===== src/rtl/pclk_div_pkg.sv =====
package pclk_div_pkg;

  // Ratio code as written by software and shown on readback.
  typedef enum logic [1:0] {
    SEL_QUARTER = 2'b00,
    SEL_FULL    = 2'b01,
    SEL_HALF    = 2'b10,
    SEL_RSVD    = 2'b11
  } div_sel_e;

endpackage


===== src/rtl/div_sel_reg.sv =====
module div_sel_reg
  import pclk_div_pkg::*;
(
  input  logic       clk_i,
  input  logic       rst_ni,
  input  logic       wr_en_i,
  input  logic [1:0] wr_data_i,
  output div_sel_e   sel_o,
  output logic       restart_o
);

  div_sel_e sel_q;
  logic     accept;

  // Reserved code is dropped at the door; every other write is taken.
  assign accept = wr_en_i && (wr_data_i != SEL_RSVD);

  always_ff @(posedge clk_i or negedge rst_ni) begin
    if (!rst_ni) begin
      sel_q <= SEL_QUARTER;
    end else if (accept) begin
      sel_q <= div_sel_e'(wr_data_i);
    end
  end

  assign sel_o     = sel_q;
  assign restart_o = accept;

  // a reserved write leaves the stored code untouched
  p_rsvd_keep_r5: assert property (@(posedge clk_i) disable iff (!rst_ni)
    (wr_en_i && wr_data_i == 2'b11) |=> $stable(sel_q));

  // an accepted write shows up on the next cycle
  p_load_visible_r8: assert property (@(posedge clk_i) disable iff (!rst_ni)
    (wr_en_i && wr_data_i != 2'b11) |=> (sel_q == $past(wr_data_i)));

  // the stored code never takes the reserved value
  p_no_rsvd_r7: assert property (@(posedge clk_i) disable iff (!rst_ni)
    (sel_q != SEL_RSVD));

endmodule


===== src/rtl/pulse_counter.sv =====
module pulse_counter
  import pclk_div_pkg::*;
#(
  parameter int QUARTER_DIV = 4,
  parameter int HALF_DIV    = 2
) (
  input  logic     clk_i,
  input  logic     rst_ni,
  input  div_sel_e sel_i,
  input  logic     restart_i,
  output logic     en_o
);

  localparam int CNT_W = (QUARTER_DIV > 1) ? $clog2(QUARTER_DIV) : 1;
  localparam int PER_W = CNT_W + 1;

  logic [CNT_W-1:0] cnt_q;
  logic [PER_W-1:0] period;
  logic             last;

  always_comb begin
    unique case (sel_i)
      SEL_QUARTER: period = PER_W'(QUARTER_DIV);
      SEL_HALF:    period = PER_W'(HALF_DIV);
      default:     period = PER_W'(1);
    endcase
  end

  assign last = ({1'b0, cnt_q} == (period - 1'b1));

  always_ff @(posedge clk_i or negedge rst_ni) begin
    if (!rst_ni) begin
      cnt_q <= '0;
    end else if (restart_i || last) begin
      cnt_q <= '0;
    end else begin
      cnt_q <= cnt_q + 1'b1;
    end
  end

  assign en_o = last;

  // full rate keeps the strobe high
  p_full_every_r2: assert property (@(posedge clk_i) disable iff (!rst_ni)
    (sel_i == SEL_FULL) |-> en_o);

  // at half rate a strobe is followed by a quiet cycle
  p_half_gap_r3: assert property (@(posedge clk_i) disable iff (!rst_ni)
    (sel_i == SEL_HALF && en_o && !restart_i) |=> !en_o);

  // at quarter rate a strobe is followed by a quiet cycle
  p_quarter_gap_r4: assert property (@(posedge clk_i) disable iff (!rst_ni)
    (sel_i == SEL_QUARTER && en_o && !restart_i) |=> !en_o);

  // an accepted write brings the phase back to its start
  p_restart_zero_r6: assert property (@(posedge clk_i) disable iff (!rst_ni)
    restart_i |=> (cnt_q == '0));

  // the phase stays inside the selected period
  p_cnt_range_r6: assert property (@(posedge clk_i) disable iff (!rst_ni)
    ({1'b0, cnt_q} < period));

endmodule


===== src/rtl/pclk_strobe_gen.sv =====
module pclk_strobe_gen
  import pclk_div_pkg::*;
#(
  parameter int QUARTER_DIV = 4,
  parameter int HALF_DIV    = 2
) (
  input  logic       clk_i,
  input  logic       rst_ni,
  input  logic       wr_en_i,
  input  logic [1:0] wr_data_i,
  output logic [1:0] rd_data_o,
  output logic       pclk_en_o
);

  div_sel_e sel;
  logic     restart;

  div_sel_reg u_sel (
    .clk_i     (clk_i),
    .rst_ni    (rst_ni),
    .wr_en_i   (wr_en_i),
    .wr_data_i (wr_data_i),
    .sel_o     (sel),
    .restart_o (restart)
  );

  pulse_counter #(
    .QUARTER_DIV (QUARTER_DIV),
    .HALF_DIV    (HALF_DIV)
  ) u_cnt (
    .clk_i     (clk_i),
    .rst_ni    (rst_ni),
    .sel_i     (sel),
    .restart_i (restart),
    .en_o      (pclk_en_o)
  );

  assign rd_data_o = sel;

  // readback never reports the reserved code
  p_rd_valid_r7: assert property (@(posedge clk_i) disable iff (!rst_ni)
    (rd_data_o != 2'b11));

endmodule


===== config.mk =====
export PLATFORM = sky130hd
export DESIGN_NAME = pclk_strobe_gen
export DESIGN_NICKNAME = d
export VERILOG_FILES = /design/src/rtl/pclk_div_pkg.sv /design/src/rtl/div_sel_reg.sv /design/src/rtl/pulse_counter.sv /design/src/rtl/pclk_strobe_gen.sv
export SDC_FILE = /design/constraint.sdc
export NUM_CORES = 1
export LEC_CHECK = 0
export BUFFER_PORTS_ARGS = -buffer_cell sky130_fd_sc_hd__buf_4
export CORE_AREA = 2 2 39 41
export CTS_BUF_LIST = sky130_fd_sc_hd__clkbuf_16
export DETAILED_ROUTE_END_ITERATION = 10
export DIE_AREA = 0 0 41 43
export PLACE_DENSITY = 0.44
export SLEW_MARGIN = 20
export SYNTH_ARGS = -nofsm -noshare
export SYNTH_HDL_FRONTEND = slang
export SYNTH_SLANG_ARGS = --single-unit

===== constraint.sdc =====
create_clock -name clk_i -period 0.95 [get_ports clk_i]
set_input_delay 0.0475 -clock clk_i [delete_from_list [all_inputs] [get_ports clk_i]]
set_output_delay 0.0475 -clock clk_i [all_outputs]
set_load 0.005 [all_outputs]

======== Yosys cells after proc, flatten, opt, wreduce, memory -nomap -nowiden ========
Cells that the tools add are included.
storage, ports and cells
  bits in registers ....................... 4
  bits of input ports ..................... 5
  output and inout bits ................... 3
operators by class
  add/sub/neg operators ................... 2
  eq/ne operators ......................... 3
  mux-type cells .......................... 2
  reduce and logical (&&, ||, !) cells .... 3
operators by type and width
  kind                                               number
  one-hot mux 3 bit (2 select lines)                 1
  == test 2 x 3 -> 1 bit                             1
  subtractor 3 x 1 -> 3 bit (second input constant)  1
  adder 2 x 1 -> 2 bit (second input constant)       1
  == test 2 bit (second input constant)              1
  logical NOT 2 bit                                  1
  2-to-1 mux 2 bit                                   1
  inequality test 2 bit (second input constant)      1
  logical AND 1 bit                                  1
  logical OR 1 bit                                   1

======== Logic depth before layout (Yosys ltp) ========
  depth in word-level cells ............... 6
  mapped depth ............................ 3

======== Modules after synthesis ========
From an unflattened synthesis, not the netlist that was laid out.
unflattened totals
  cell total of the unflattened synthesis .. 21
  area, all modules ....................... 210.2 µm²
modules (own cells, without submodules)
  module         instances  cells each  area each (µm²)  sequential area each (µm²)
  pulse_counter  1          13          116.4            50.0
  div_sel_reg    1          8           93.8             50.0

======== Least setup slack after synthesis ========
Ideal clock, no wire load.
  path kind ............................... register -> output
  start point ............................. register u_sel.sel_q[1], in the netlist u_sel.sel_o[1]
  end point ............................... output port pclk_en_o
  arrival ................................. 0.771 ns
  data required time ...................... 0.902 ns
  path slack .............................. 0.131 ns
  cell stages (with the launch flop) ...... 4
  buffers on the path ..................... 0
  cell sequence ........................... dfrtp_1 -> xor2_1 -> nand2_1 -> o22ai_1
between the ends
  cells in the longest elaborated chain, start to end .. 4
  elaborated cells between the ends (all ways) .. 5
  those cells by class .................... 1 x add/sub; 2 x eq/ne; 1 x mux; 1 x reduce/logical
ends and longest elaborated chain
  what                                                line                   source
  from (decl)                                         div_sel_reg.sv:12      div_sel_e sel_q;
  from (signal assigned)                              div_sel_reg.sv:22      sel_q <= div_sel_e'(wr_data_i);
  == test 2 bit or logical NOT 2 bit (tied branches)  pulse_counter.sv:22    unique case (sel_i)
  one-hot mux 3 bit (2 select lines) *                pulse_counter.sv:22
  subtractor 3 x 1 -> 3 bit *                         pulse_counter.sv:29    assign last = ({1'b0, cnt_q} == (period - 1'b1));
  == test 2 x 3 -> 1 bit *                            pulse_counter.sv:29
  to (decl)                                           pclk_strobe_gen.sv:12  output logic pclk_en_o
Mark *: on every way between the ends. The rest lies on a longest branch, timed or not.

======== Final worst setup path ========
  start point ............................. register u_cnt.cnt_q[1]
  end point ............................... output port pclk_en_o
between the ends
  cells in the longest elaborated chain, start to end .. 1
ends and longest elaborated chain
  what                    line                 source
  from (decl)             pulse_counter.sv:17  logic [CNT_W-1:0] cnt_q;
  from (signal assigned)  pulse_counter.sv:37  cnt_q <= cnt_q + 1'b1;
  == test 2 x 3 -> 1 bit  pulse_counter.sv:29
No other way between the ends.

==> metrics.cfg <==
[routing]
drtIter0Drc=1
wl_um=419
ant_nets=0
vias=170
drc_errors=0
firstDrtPassIters=3
avgViaCountPerCell=3.78
routed_wire_length_per_instance_um=9.31

[critical_path]
path_buf_inv=1
cp-end-kind=primary output
critical_path_arrival_ns=1.11
cp.required_ns=0.90
cp_max_fo=4
criticalPathCategory=reg -> out
path_cells=xor2_1, nand2_1, o22ai_1, buf_4
critPathTopFamily=flip-flops
slowest_delay_ns=0.40
cp-start-kind=flip-flop
cpMaxStageDelayCell=dfrtp_1

[power_and_ir_drop]
power.internal_uw=848
peakVddDrop_v=0.00109
pwr-share-clk=0.618
leakagePower_nw=0.177
sw_frac_of_total=0.193
p_comb_frac=0.160
total_power_mw=1.05
p_sw_uw=203
power.density_nw_per_um2=2810
p_seq_frac=0.222

[sta]
finalSetupViolCount=1
hold_violations=0
rsz0062_at_grt=yes
maxSlewViolCount=0
fin_crit_sh=1.21
relSlewSlack=0.878
worst_slack_ns=-0.203
max_freq_mhz=867
clock_skew_ns=0.00158
period_minus_slack_ns=1.15
worstMarginPinSlew_ns=0.183

[cells_and_area]
final_cell_mix=buf_4 (8), nand2b_1 (4), dfrtp_1 (4)
final_common_cell=buf_4
finalInstanceArea_um2=374
drive_above_1_share=0.483
multiInputGateArea_um2=109
nets=36
fill_cells=147
area_delta_synth_final_pct=79.0
seqCellArea_um2=100
diodes=0

[grt]
grt_max_degree=6
grt_usage=0.0614
grt_pass1_wl_um=634
antenna_found_initial=0
first_global_vias=154
grt_overflow=0

[synth]
synth-seq-area-share=0.479
synth_nets=22
synth_area_per_cell_um2=12.3
ys_types=10
synthCells=17
ys_seq_elements=4
synth_warnings=0
mappedNetlistArea_um2=209

[hold_path]
hp-class=in -> reg

[clock_network]
cts.htree.levels=1
post_cts_buffers=0
cts_made_buffers=3
path_clk_slew_ns=0.03
clockBufferDepth=2
cts_tree=done
clkLatencyLatePin_ns=0.22
post_cts_resize_count=0
cts-root-buf=clkbuf_16
cts.sinks=4

[placement]
dp_hpwl_um=294
gp_congestion=0.575
port_buffers=7
place_area_um2=289

[run_status]
violations=negative setup slack
status=complete, but fails checks

[floorplanning]
start_util=0.151
io_pins=8
dieWidth_um=41
dieArea_um2=1760
fp.dieH_um=43
fp-row-count=14
core-area_um2=1380

[run]
cap_violations=0

synthesized netlist by cell type (all sizes together):
library cell | instances | share of area
nand2 | 1 | 0.018
dfrtp | 4 | 0.48
o22ai | 1 | 0.030
nand2b | 4 | 0.12
nand3b | 1 | 0.036
a21oi | 1 | 0.024
a21boi | 1 | 0.090
nor2 | 1 | 0.018
xor2 | 1 | 0.042
mux2 | 2 | 0.14
metal layers:
metal / wire (um) / global-route usage
met1: 190 / 0.0712
met2: 162 / 0.0656
met3: 67 / 0.0785
met4: 0 / 0.0200
met5: 0 / 0
final timing paths:
kind	from	end	slack, ns	depth (start not counted)
min reg2reg	u_cnt.cnt_q[0]	u_cnt.cnt_q[0]	0.59	2
min	wr_data_i[0]	u_sel.sel_o[0]	0.09	2
min in group asynchronous	rst_ni	u_cnt.cnt_q[0]	0.17	2
max reg2reg	u_sel.sel_o[1]	u_sel.sel_o[1]	0.06	2
max in group asynchronous	rst_ni	u_sel.sel_o[1]	0.68	2
max	u_cnt.cnt_q[1]	pclk_en_o	-0.20	4
power by group through the flow:
stage	Combinational, mW	Clock, mW	Sequential, mW
final	0.169	0.650	0.234
after CTS	0.172	0.668	0.233
after detailed placement	0.167	0	0.234
after floorplan	0.0893	0	0.231
after global placement	0.165	0	0.232
after global routing	0.185	0.677	0.239
timing repair:
| action | in CTS | in global routing |
|---|---|---|
| hold buffers | 1 | 0 |
| pin swaps | 0 | 0 |
| endpoints found under the setup margin | 1 | 1 |
| gates cloned | 0 | 0 |
| hold endpoints to repair | 4 | 0 |
cell type report:
cell class | count | area share
clock buffers | 3 | 0.201
multi-input cells | 13 | 0.291
flip-flops and latches | 4 | 0.268
well taps | 16 | 0.0535
repair buffers | 9 | 0.187
cell families (layout without fill, tap and decap cells):
| kind of cell | after synthesis | after routing | synth area share |
|---|---|---|---|
| XOR/XNOR | 1 | 1 | 0.0419 |
| multiplexers | 2 | 2 | 0.144 |
| AND/OR/NAND/NOR | 7 | 7 | 0.192 |
| buffers and inverters | 0 | 12 | 0 |
| flip-flops | 4 | 4 | 0.479 |
| AO/OA/AOI/OAI | 3 | 3 | 0.144 |
stage by stage:
step	instances	setup TNS [ns]	setup WS [ns]	util	hold WS, ns
global route	45	-0.281	-0.281	0.270	0.0936
global placement	41	0	0.0291	0.209	-0.153
detailed placement	41	0	0.0212	0.209	-0.151
floorplan	17	0	0.131	-	-0.248
finish	45	-0.203	-0.203	0.270	0.0862
CTS	45	-0.218	-0.218	0.270	0.0852
registers in the layout, summed over array words and instances, names as in the netlist:
| register | cells |
|---|---|
| u_sel.sel_o | 2 |
| u_cnt.cnt_q | 2 |
Power figures use the tool's default switching activity.
